File: src/rtl/io_win_pkg.sv
package io_win_pkg;
  localparam int ADDR_W  = 16;
  localparam int DATA_W  = 16;
  localparam int CHAR_W  = 8;
  localparam int RDY_BIT = 15;
  localparam int IE_BIT  = 14;
  localparam int RUN_BIT = 15;

  localparam logic [15:0] WIN_BASE = 16'hFE00;
  localparam logic [15:0] KEY_STAT = 16'hFE00;
  localparam logic [15:0] KEY_DATA = 16'hFE02;
  localparam logic [15:0] CON_STAT = 16'hFE04;
  localparam logic [15:0] CON_DATA = 16'hFE06;
  localparam logic [15:0] CTL_REG  = 16'hFFFE;

  typedef enum logic [2:0] {
    SEL_NONE,
    SEL_KSTAT,
    SEL_KDATA,
    SEL_CSTAT,
    SEL_CDATA,
    SEL_CTL
  } reg_sel_e;
endpackage

File: src/rtl/io_win_rstsync.sv
module io_win_rstsync (
  input  logic clk,
  input  logic rst_n,
  output logic rst_sync_n
);
  logic [1:0] sync_q;

  always_ff @(posedge clk or negedge rst_n) begin
    if (!rst_n) begin
      sync_q <= 2'b00;
    end else begin
      sync_q <= {sync_q[0], 1'b1};
    end
  end

  assign rst_sync_n = sync_q[1];
endmodule

File: src/rtl/io_win_decode.sv
module io_win_decode
  import io_win_pkg::*;
#(
  parameter int AW = ADDR_W
) (
  input  logic [AW-1:0] addr,
  output logic          in_win,
  output reg_sel_e      sel
);
  localparam logic [AW-1:0] BASE_A = AW'(WIN_BASE);
  localparam logic [AW-1:0] KST_A  = AW'(KEY_STAT);
  localparam logic [AW-1:0] KDT_A  = AW'(KEY_DATA);
  localparam logic [AW-1:0] CST_A  = AW'(CON_STAT);
  localparam logic [AW-1:0] CDT_A  = AW'(CON_DATA);
  localparam logic [AW-1:0] CTL_A  = AW'(CTL_REG);

  always_comb begin
    in_win = (addr >= BASE_A);
    sel    = SEL_NONE;
    if (in_win) begin
      case (addr)
        KST_A:   sel = SEL_KSTAT;
        KDT_A:   sel = SEL_KDATA;
        CST_A:   sel = SEL_CSTAT;
        CDT_A:   sel = SEL_CDATA;
        CTL_A:   sel = SEL_CTL;
        default: sel = SEL_NONE;
      endcase
    end
  end
endmodule

File: src/rtl/io_win_keyin.sv
module io_win_keyin #(
  parameter int CW = 8
) (
  input  logic          clk,
  input  logic          rst_n,
  input  logic          in_valid,
  input  logic [CW-1:0] in_byte,
  input  logic          rd_clr,
  input  logic          ie_wr,
  input  logic          ie_wdata,
  output logic          ready,
  output logic          ie,
  output logic [CW-1:0] byte_q
);
  logic          ready_q, ready_d;
  logic          ie_q, ie_d;
  logic [CW-1:0] byte_r, byte_d;

  always_comb begin
    ready_d = ready_q;
    byte_d  = byte_r;
    ie_d    = ie_q;
    if (rd_clr) ready_d = 1'b0;
    if (in_valid) begin
      ready_d = 1'b1;
      byte_d  = in_byte;
    end
    if (ie_wr) ie_d = ie_wdata;
  end

  always_ff @(posedge clk or negedge rst_n) begin
    if (!rst_n) begin
      ready_q <= 1'b0;
      ie_q    <= 1'b0;
      byte_r  <= '0;
    end else begin
      ready_q <= ready_d;
      if (ie_wr)    ie_q   <= ie_d;
      if (in_valid) byte_r <= byte_d;
    end
  end

  assign ready  = ready_q;
  assign ie     = ie_q;
  assign byte_q = byte_r;
endmodule

File: src/rtl/io_win_conout.sv
module io_win_conout #(
  parameter int CW = 8
) (
  input  logic          clk,
  input  logic          rst_n,
  input  logic          wr_byte,
  input  logic [CW-1:0] wdata,
  input  logic          ack,
  input  logic          ie_wr,
  input  logic          ie_wdata,
  output logic          pend,
  output logic          ie,
  output logic [CW-1:0] byte_q
);
  logic          pend_q, pend_d;
  logic          ie_q, ie_d;
  logic [CW-1:0] byte_r, byte_d;

  always_comb begin
    pend_d = pend_q;
    byte_d = byte_r;
    ie_d   = ie_q;
    if (ack) pend_d = 1'b0;
    if (wr_byte) begin
      pend_d = 1'b1;
      byte_d = wdata;
    end
    if (ie_wr) ie_d = ie_wdata;
  end

  always_ff @(posedge clk or negedge rst_n) begin
    if (!rst_n) begin
      pend_q <= 1'b0;
      ie_q   <= 1'b0;
      byte_r <= '0;
    end else begin
      pend_q <= pend_d;
      if (ie_wr)   ie_q   <= ie_d;
      if (wr_byte) byte_r <= byte_d;
    end
  end

  assign pend   = pend_q;
  assign ie     = ie_q;
  assign byte_q = byte_r;
endmodule

File: src/rtl/io_win_runlatch.sv
module io_win_runlatch (
  input  logic clk,
  input  logic rst_n,
  input  logic wr,
  input  logic wbit,
  output logic run
);
  logic run_q, run_d;

  always_comb begin
    run_d = run_q;
    if (wr) run_d = wbit;
  end

  always_ff @(posedge clk or negedge rst_n) begin
    if (!rst_n) begin
      run_q <= 1'b1;
    end else if (wr) begin
      run_q <= run_d;
    end
  end

  assign run = run_q;
endmodule

File: src/rtl/io_window.sv
module io_window
  import io_win_pkg::*;
#(
  parameter int AW = ADDR_W,
  parameter int DW = DATA_W,
  parameter int CW = CHAR_W
) (
  input  logic          clk,
  input  logic          rst_n,
  input  logic [AW-1:0] cpu_addr,
  input  logic          cpu_we,
  input  logic          cpu_rd,
  input  logic [DW-1:0] cpu_wdata,
  output logic [DW-1:0] cpu_rdata,
  output logic          mem_sel,
  input  logic          key_valid,
  input  logic [CW-1:0] key_byte,
  output logic          disp_valid,
  output logic [CW-1:0] disp_byte,
  input  logic          disp_ack,
  output logic          key_irq,
  output logic          disp_irq,
  output logic          run
);
  logic          rst_sync_n;
  logic          in_win;
  reg_sel_e      sel;
  logic          key_ready, key_ie;
  logic [CW-1:0] key_q;
  logic          con_pend, con_ie, con_done;
  logic [CW-1:0] con_q;
  logic          wr_kstat, wr_cstat, wr_cdata, wr_ctl, rd_kdata;

  io_win_rstsync u_rst (
    .clk        (clk),
    .rst_n      (rst_n),
    .rst_sync_n (rst_sync_n)
  );

  io_win_decode #(.AW(AW)) u_dec (
    .addr   (cpu_addr),
    .in_win (in_win),
    .sel    (sel)
  );

  assign wr_kstat = cpu_we && (sel == SEL_KSTAT);
  assign wr_cstat = cpu_we && (sel == SEL_CSTAT);
  assign wr_cdata = cpu_we && (sel == SEL_CDATA);
  assign wr_ctl   = cpu_we && (sel == SEL_CTL);
  assign rd_kdata = cpu_rd && (sel == SEL_KDATA);

  io_win_keyin #(.CW(CW)) u_key (
    .clk      (clk),
    .rst_n    (rst_sync_n),
    .in_valid (key_valid),
    .in_byte  (key_byte),
    .rd_clr   (rd_kdata),
    .ie_wr    (wr_kstat),
    .ie_wdata (cpu_wdata[IE_BIT]),
    .ready    (key_ready),
    .ie       (key_ie),
    .byte_q   (key_q)
  );

  io_win_conout #(.CW(CW)) u_con (
    .clk      (clk),
    .rst_n    (rst_sync_n),
    .wr_byte  (wr_cdata),
    .wdata    (cpu_wdata[CW-1:0]),
    .ack      (disp_ack),
    .ie_wr    (wr_cstat),
    .ie_wdata (cpu_wdata[IE_BIT]),
    .pend     (con_pend),
    .ie       (con_ie),
    .byte_q   (con_q)
  );

  io_win_runlatch u_run (
    .clk   (clk),
    .rst_n (rst_sync_n),
    .wr    (wr_ctl),
    .wbit  (cpu_wdata[RUN_BIT]),
    .run   (run)
  );

  assign con_done = !con_pend;

  always_comb begin
    cpu_rdata = '0;
    case (sel)
      SEL_KSTAT: begin
        cpu_rdata[RDY_BIT] = key_ready;
        cpu_rdata[IE_BIT]  = key_ie;
      end
      SEL_KDATA: cpu_rdata[CW-1:0] = key_q;
      SEL_CSTAT: begin
        cpu_rdata[RDY_BIT] = con_done;
        cpu_rdata[IE_BIT]  = con_ie;
      end
      SEL_CDATA: cpu_rdata[CW-1:0] = con_q;
      SEL_CTL:   cpu_rdata[RUN_BIT] = run;
      default:   cpu_rdata = '0;
    endcase
  end

  assign mem_sel    = !in_win;
  assign disp_valid = con_pend;
  assign disp_byte  = con_q;
  assign key_irq    = key_ready && key_ie;
  assign disp_irq   = con_done && con_ie;
endmodule

File: config.mk
export PLATFORM = sky130hd
export DESIGN_NAME = io_window
export DESIGN_NICKNAME = d
export VERILOG_FILES = /design/src/rtl/io_win_pkg.sv /design/src/rtl/io_win_rstsync.sv /design/src/rtl/io_win_decode.sv /design/src/rtl/io_win_keyin.sv /design/src/rtl/io_win_conout.sv /design/src/rtl/io_win_runlatch.sv /design/src/rtl/io_window.sv
export SDC_FILE = /design/constraint.sdc
export NUM_CORES = 1
export LEC_CHECK = 0
export CAP_MARGIN = 20
export CORE_MARGIN = 10
export CORE_UTILIZATION = 36
export DETAILED_ROUTE_END_ITERATION = 7
export PLACE_DENSITY = 0.8
export SLEW_MARGIN = 20
export SYNTH_ARGS = -nofsm -noshare
export SYNTH_HDL_FRONTEND = slang
export SYNTH_SLANG_ARGS = --single-unit
File: constraint.sdc
create_clock -name clk -period 1.4 [get_ports clk]
set_input_delay 0.14 -clock clk [delete_from_list [all_inputs] [get_ports clk]]
set_output_delay 0.14 -clock clk [all_outputs]
set_load 0.02 [all_outputs]
# After elaboration in Yosys (flattened, before gate mapping)
# Index checks and enable logic that the tools add are counted.
totals:
  reg_bits: 23
  inputBits: 46
  out_inout_bits: 29
  wordCells: 39
classes:
  n_lt_le_gt_ge: 1
  eq_ne: 10
  n_mux: 9
  reduce_logical: 11
op_table:
  columns: ["op", "n"]
  rows:
  - ["== test 16 bit, second input constant", 5]
  - ["greater-or-equal comparator 16 bit, second input constant", 1]
  - ["one-hot mux 8 bit (2 select lines)", 1]
  - ["one-hot mux 3 bit (5 select lines)", 1]
  - ["logical AND 1 bit", 7]
  - ["== test 3 x 2 -> 1 bit, second input constant", 2]
  - ["== test 3 bit, second input constant", 2]
  - ["2-to-1 mux 1 bit", 4]
  - ["nonzero test 2 bit", 2]
  - ["== test 3 x 1 -> 1 bit, second input constant", 1]
  - ["2-to-1 mux 3 bit", 1]
  - ["one-hot mux 1 bit (3 select lines)", 1]
  - ["logical NOT 1 bit", 2]
  - ["one-hot mux 1 bit (2 select lines)", 1]

# Longest topological paths before layout
# Gate-level depths: netlist of the first run.
logic_depth:
  depth_word: 7
  ltp_mapped: 5
  ltp_nobuf: 4

# By module
# A second synthesis of the first run with hierarchy kept.
unflattened:
  hier_cells: 112
  area_unflattened_um2: 1363.8
modules_own_cells:
  columns: ["mod", "n_inst", "cells_each", "area_each_um2", "seq_area_each_um2"]
  rows:
  - ["io_win_conout", 1, 22, 405.4, 250.2]
  - ["io_win_keyin", 1, 22, 405.4, 250.2]
  - ["io_window", 1, 46, 344.1, 0.0]
  - ["io_win_decode", 1, 17, 113.9, 0.0]
  - ["io_win_rstsync", 1, 3, 53.8, 50.0]
  - ["io_win_runlatch", 1, 2, 41.3, 26.3]

# Worst setup path after synthesis of the first run
# Ideal clock, no wire load.
synth_path:
  path_kind: "input port to flip-flop"
  start: "input cpu_addr[8]"
  end: "register u_con.byte_r[0] (netlist: u_con.byte_q[0])"
  setup_ns: 0.125
  t_arrival_ns: 1.293
  required_ns: 1.275
  setup_slack_ns: -0.018
  path_stages: 5
  n_path_buf: 1
  path_cell_list: "nor4_2 and4bb_4 and3_4 buf_12 mux2_4"
synth_between:
  elab_chain_len: 5
  elab_cells_between_ends: 10
  classes_between: "order compare (1); eq/ne (6); mux (2); reduce/logical (1)"
synth_lines:
  columns: ["element", "line_no", "text"]
  rows:
  - ["from (decl)", "io_window.sv:10", "input logic [AW-1:0] cpu_addr,"]
  - ["branches (longest 2 deep; another with greater-or-equal comparator 16 bit)", null, null]
  - ["2-to-1 mux 3 bit *", "io_win_decode.sv:20", "if (in_win) begin"]
  - ["== test 3 bit *", "io_window.sv:48", "assign wr_cdata = cpu_we && (sel == SEL_CDATA);"]
  - ["logical AND 1 bit *", "io_window.sv:48", null]
  - ["to (signal assigned)", "io_win_conout.sv:39", "if (wr_byte) byte_r <= byte_d;"]
  - ["to (decl)", "io_win_conout.sv:17", "logic [CW-1:0] byte_r, byte_d;"]
# Mark *: on every way between the ends.
# A chain may end at the register's enable or synchronous reset.

# Final worst setup path of the first run
layout_path:
  start: "input cpu_addr[5]"
  end: "output cpu_rdata[2]"
layout_between:
  elab_chain_len: 5
  elab_cells_between_ends: 11
  classes_between: "order compare (1); eq/ne (7); mux (3)"
layout_lines:
  columns: ["element", "line_no", "text"]
  rows:
  - ["branches (longest 2 deep; another with greater-or-equal comparator 16 bit)", null, null]
  - ["2-to-1 mux 3 bit *", "io_win_decode.sv:20", null]
  - ["== test 3 bit / == test 3 x 2 -> 1 bit (equally long branches)", "io_window.sv:90", "case (sel)"]
  - ["one-hot mux 8 bit (2 select lines) *", "io_window.sv:90", null]
  - ["to (decl)", "io_window.sv:14", "output logic [DW-1:0] cpu_rdata,"]
# Marked as above.

==> flow_summary.ini, run 1 <==
[floorplanning]
io_pins = 75
rows = 20
dieArea_um2 = 6005
die_h_um = 77.49
start_util_pct = 38.35
die_w_um = 77.49
core_um2 = 3103

[synth]
ys_ff_latch = 23
yosysSeqAreaShare_pct = 48.48
synth_xor_area_share_pct = 0
synth_cell_types = 31
synth_mux_area_share_pct = 22.19
synth_cells = 92
synthAdderAreaFrac_pct = 0
syn_avg_cell_area_um2 = 12.93
synth_simple_gate_area_share_pct = 13.77
synth_top_family_by_area = multiplexers
synth_warnings = 0
synth_compound_area_share_pct = 7.466
synth.cell_area_um2 = 1190

[timing]
period_share_pct = 116.0
finClkSkew_ns = 0.01031
final.setup.tns_ns = -1.622
report.final.setup_viol = 8
fin_crit_ns = 1.624
slew_violations = 0
fmax_mhz = 615.7
fin_ws_ns = -0.2241
grt_setup_unrepaired = yes
hold_violations = 0

[power_and_ir_drop]
power_density_nw_per_um2 = 606.4
power_uw = 1219
power.leakage_uw = 0.0009644
ir_worst_vdd_mv = 0.4880

[setup_path]
endpoint_kind = output pin
worst-endpoint-arrival_ns = 1.48
crit_path_top_delay_cell = and4bb_2
worstPathCellList = buf_8 > nor4_4 > and4bb_4 > and4bb_2 > buf_6 > a22o_1 > buf_6
critPathMaxFanout = 5
crit_type = in -> out
cpMostUsedCell = buf_6
cp.buffers_inverters = 3
worst_path_largest_cell_delay_ns = 0.28
critPathLaunchType = input pin
critPathRequiredTime_ns = 1.26
path_delay_family = simple AND/OR/NAND/NOR gates

[grt]
grt_pass1_vias = 1281
globalRouteOverflowTotal = 0
grt_usage_pct = 12.54
grt_first_pass_wirelength_um = 6210
grt_max_degree = 14
grt_antenna_before_repair = 0

[clock_network]
htree_levels = 1
clock-sinks = 23
ctsLongestPathBuffers = 2
cts_tree = yes
clk_latency_ns = 0.31
cts_made_buffers = 3
path_clk_slew_ns = 0.13
cts_root_buf = clkbuf_4

[detailed_routing]
drtIter0Drc = 15
vias_per_cell = 4.889
routed_wl_um = 3777
wl_per_cell_um = 17.41
drtAntennaViolNets = 0
first_pass_iters = 3
vias = 1061
drc_errors = 0

[layout]
final_nets = 220
syn2layout_area_growth_pct = 68.98
antenna_cells = 0
layout-drive-gt1-share_pct = 39.31
final_util_pct = 64.80
fin_area_um2 = 2011

[min_path]
hold_path.class = reg -> async

[run_status]
violations = negative setup slack
status = finished, violations left

[place]
io_buffers = 62
dp_hpwl_um = 2996
gp_congestion = 0.7660
dp_slack_ns = -1.073
placed_cell_area_um2 = 1929

[run]
max-cap-violations = 0
## final timing paths
kind	from	end	slack [ns]	cells past startpoint
min	u_rst.sync_q[1]$_DFF_PN0_	u_key.ready$_DFFE_PN0P_	0.16	0
min reg2reg	u_rst.sync_q[1]$_DFF_PN0_	u_key.ready$_DFFE_PN0P_	0.16	0
min in group clk	u_rst.sync_q[0]$_DFF_PN0_	u_rst.sync_q[1]$_DFF_PN0_	0.37	0
max in group asynchronous	u_rst.sync_q[1]$_DFF_PN0_	u_key.byte_q[5]$_DFFE_PN0P_	0.72	1
max reg2reg	u_run.run$_DFFE_PN1P_	u_run.run$_DFFE_PN1P_	0.54	2
max	cpu_addr[5]	cpu_rdata[2]	-0.22	7
## cells in the final DEF, fill, tap and decap left out, types with 2 or more instances in the layout
cell type        count
clkdlybuf4s50_1     23
dfrtp_1             22
buf_4               17
buf_6               16
dlygate4sd2_1       15
a22o_1               8
mux2_2               8
mux2_4               8
conb_1               7
clkdlybuf4s15_1      4
nand4_1              3
nor2_1               3
mux2_1               3
clkbuf_4             3
buf_2                3
nand4b_1             2
mux2i_1              2
inv_1                2
nand3_1              2
## layer usage
| layer | GRT usage [%] | share of wire [%] | up-vias |
|---|---|---|---|
| met5 | 0 | 0 | - |
| met4 | 4.745 | 0.77 | 0 |
| met3 | 5.876 | 11 | 4 |
| met2 | 19.90 | 47 | 55 |
| met1 | 14.39 | 42 | 517 |
| li1 | - | - | 485 |
## logic make-up (layout without fill, tap and decap cells)
family | count (synthesis) | in the layout
compound gates | 11 | 11
buf+inv | 12 | 87
flops | 23 | 23
mux | 21 | 21
other cells | 2 | 7
simple gates | 23 | 24
## repair_timing
action | in CTS | in global routing
hold buffers | 1 | 0
pin swaps | 17 | 8
endpoints found under the setup margin | 36 | 21
endpoints found under the hold margin | 2 | 0
setup buffers | 2 | 2
gates resized for setup | 122 | 16
cloned | 1 | 1
## layout make-up
cell class	instances	area (um^2)
fillers	270	1092
repair buffers	81	769.5
flip-flops and latches	23	576.8
multi-input cells	63	574.3
well taps	44	55.05
clock buffers	3	22.52
inverters	2	7.507
clock inverters	1	5.005
## worst reg2reg max path, cell delays in order (launching register included)
cell and delay (ns):
dfstp_2 0.39, buf_4 0.12, mux2_1 0.28
## sequential cells by signal, indices dropped and copies added (netlist names)
name,cells
u_key.ready,1
u_con.byte_q,8
u_key.ie,1
u_run.run,1
u_con.ie,1
u_key.byte_q,8
u_con.pend,1
u_rst.sync_q,2
## metrics by stage
| stage | cells | hold slack, ns |
|---|---|---|
| 6_report | 217 | 0.1583 |
| 3_3_place_gp | 207 | 0.1683 |
| 2_1_floorplan | 97 | -0.1556 |
| 4_1_cts | 215 | 0.1690 |
| 3_5_place_dp | 207 | 0.1702 |
| 5_1_grt | 217 | 0.2118 |
## cell usage after synthesis (all sizes together)
master / instances / area share [%]
a31oi: 1 / 0.53
a22o: 8 / 5.9
nand4: 3 / 1.6
dfrtp: 22 / 46
nand4b: 2 / 1.5
nor4: 2 / 1.6
inv: 2 / 0.63
nor2b: 1 / 0.53
nand2: 1 / 0.32
nand3: 3 / 1.3
o21ai: 1 / 0.42
conb: 2 / 0.63
and3: 1 / 0.95
buf: 8 / 6.1
and3b: 1 / 0.74
mux2i: 2 / 1.7
o21bai: 1 / 0.63
and2: 2 / 1.2
or2: 1 / 0.53
and4bb: 2 / 2.4
nor2: 4 / 1.3
clkbuf: 2 / 0.74
dfstp: 1 / 2.2
mux2: 19 / 21
## power by group
part	switching (uW)	leakage [uW]	total (uW)	internal, uW
registers	17.3	0.000290	708	690
clock network	194	0.0000177	301	107
logic	72.7	0.000657	211	138
total	284	0.000964	1220	935
Note: power is estimated with default switching activity, not from simulation.
==> inputs of run 2 (changes only) <==
--- a/config.mk
+++ b/config.mk
@@ -5,12 +5,10 @@
 export SDC_FILE = /design/constraint.sdc
 export NUM_CORES = 1
 export LEC_CHECK = 0
-export CAP_MARGIN = 20
 export CORE_MARGIN = 10
-export CORE_UTILIZATION = 36
+export CORE_UTILIZATION = 32
 export DETAILED_ROUTE_END_ITERATION = 7
-export PLACE_DENSITY = 0.8
-export SLEW_MARGIN = 20
+export PLACE_DENSITY = 0.73
 export SYNTH_ARGS = -nofsm -noshare
 export SYNTH_HDL_FRONTEND = slang
 export SYNTH_SLANG_ARGS = --single-unit
==> run 2 against run 1 <==
The flow still finishes with violations (negative setup slack). Maximum frequency decreased by 0.52%. Utilization decreased by 7.8 points. Non-clock buffer count up 3. Largest cell class unchanged. Sequential share of layout area fell by 0.83 points. Clock skew fell by 0.0065 ns.
==> flow_summary.ini, run 2 (synthesis results as in run 1) <==
[run]
max-cap-violations = 0

[timing]
fmax_mhz = 612.5
report.final.setup_viol = 13
finClkSkew_ns = 0.003857
hold_violations = 0
slew_violations = 0
fin_crit_ns = 1.633
fin_ws_ns = -0.2326
final.setup.tns_ns = -1.827
grt_setup_unrepaired = yes
period_share_pct = 116.6

[floorplanning]
start_util_pct = 32.75
io_pins = 75
die_w_um = 80.98
die_h_um = 80.98
core_um2 = 3633
dieArea_um2 = 6558
rows = 22

[detailed_routing]
first_pass_iters = 4
wl_per_cell_um = 18.19
vias = 1087
routed_wl_um = 4074
drtAntennaViolNets = 0
vias_per_cell = 4.853
drtIter0Drc = 36
drc_errors = 0

[layout]
final_common_cell = clkdlybuf4s50_1
layout-drive-gt1-share_pct = 42.61
syn2layout_area_growth_pct = 74.03
fin_area_um2 = 2071
final_util_pct = 56.99
final_cell_mix = clkdlybuf4s50_1, dfrtp_1, buf_6
final_nets = 223
antenna_cells = 0

[clock_network]
path_clk_slew_ns = 0.08
clk_latency_ns = 0.27
ctsLongestPathBuffers = 2
cts_made_buffers = 3
clock-sinks = 23
cts_tree = yes
cts_root_buf = clkbuf_8
htree_levels = 1

[setup_path]
critPathLaunchType = input pin
critPathRequiredTime_ns = 1.26
cp.buffers_inverters = 3
endpoint_kind = output pin
worst-endpoint-arrival_ns = 1.49
cpMostUsedCell = buf_6
critPathMaxFanout = 5
path_delay_family = simple AND/OR/NAND/NOR gates
crit_type = in -> out
crit_path_top_delay_cell = nor4_4
worst_path_largest_cell_delay_ns = 0.29
worstPathCellList = buf_8 > nor4_4 > and4bb_4 > and4bb_2 > buf_6 > a22o_1 > buf_6

[grt]
grt_pass1_vias = 1265
grt_antenna_before_repair = 0
grt_max_degree = 22
grt_usage_pct = 12.68
globalRouteOverflowTotal = 0
grt_first_pass_wirelength_um = 6541

[place]
gp_congestion = 0.8868
dp_hpwl_um = 3080
dp_slack_ns = -1.081
io_buffers = 62
placed_cell_area_um2 = 1934

[power_and_ir_drop]
power.leakage_uw = 0.0009998
power_uw = 1334
ir_worst_vdd_mv = 0.4494
power_density_nw_per_um2 = 644.2

[min_path]
hold_path.class = in -> async

[run_status]
violations = negative setup slack
status = finished, violations left
-- run 2: cell count changes in the layout (fill, tap and decap cells not counted), moves of 2 or more --
cell	before	now
clkdlybuf4s15_1	4	0
clkbuf_4	3	0
clkbuf_8	0	3
buf_2	3	5
buf_6	16	18
dlygate4sd2_1	15	17
-- run 2: area by class of cell --
class	count	area, um^2
fill	332	1563
tap	48	60.06
inverter	2	7.507
timing repair buffer	84	785.8
multi-input combinational	63	595.6
sequential	23	576.8
clock buffer	4	45.04
-- run 2: power by group --
group          total (uW)  switching [uW]  internal [uW]
combinational         216            82.2            134
clock                 414             211            203
sequential            703            13.2            690
total                1330             306           1030
-- run 2: worst paths after layout --
check	start	endpoint	slack, ns	depth (start not counted)
setup reg to reg	u_run.run$_DFFE_PN1P_	u_run.run$_DFFE_PN1P_	0.58	2
hold reg to reg	u_rst.sync_q[1]$_DFF_PN0_	u_con.byte_q[4]$_DFFE_PN0P_	0.21	1
hold / removal	rst_n	u_rst.sync_q[1]$_DFF_PN0_	0.03	1
setup / recovery	cpu_addr[4]	cpu_rdata[4]	-0.23	7
max in group asynchronous	u_rst.sync_q[1]$_DFF_PN0_	u_run.run$_DFFE_PN1P_	0.92	1
min in group clk	u_rst.sync_q[0]$_DFF_PN0_	u_rst.sync_q[1]$_DFF_PN0_	0.35	0
-- run 2: repair_timing --
item                       in CTS  in global routing
pin swaps                      17                  5
gates resized for setup       128                 11
hold buffers                    0                  0
setup endpoints to repair      36                 20
gates cloned                    2                  0
buffers inserted                6                  1
-- run 2: routing by layer --
metal / part of all wire (%) / global-route usage, % / wire, um
met1: 40 / 14.49 / 1617
met2: 46 / 21.02 / 1876
met3: 14 / 6.071 / 553
met4: 0.64 / 2.941 / 26
met5: 0 / 0 / 0
-- run 2: worst register-to-register path, stage by stage, from the launching register on --
cell and delay [ns]:
dfstp_2 0.54, buf_4 0.11, mux2_4 0.13
-- run 2: through the flow --
stage,hold WS [ns],instances
after floorplan,-0.1556,97
after global placement,0.2090,211
after detailed placement,0.2175,211
after CTS,0.02561,223
after global routing,0.03277,224
final,0.02658,224
==> inputs of run 3 (changes only) <==
--- a/config.mk
+++ b/config.mk
@@ -5,6 +5,7 @@
 export SDC_FILE = /design/constraint.sdc
 export NUM_CORES = 1
 export LEC_CHECK = 0
+export ABC_CLOCK_PERIOD_IN_PS = 1400
 export CORE_MARGIN = 10
 export CORE_UTILIZATION = 32
 export DETAILED_ROUTE_END_ITERATION = 7
==> results of run 3 <==
Same layout as run 2: the final DEF is identical, and so are final timing and power.
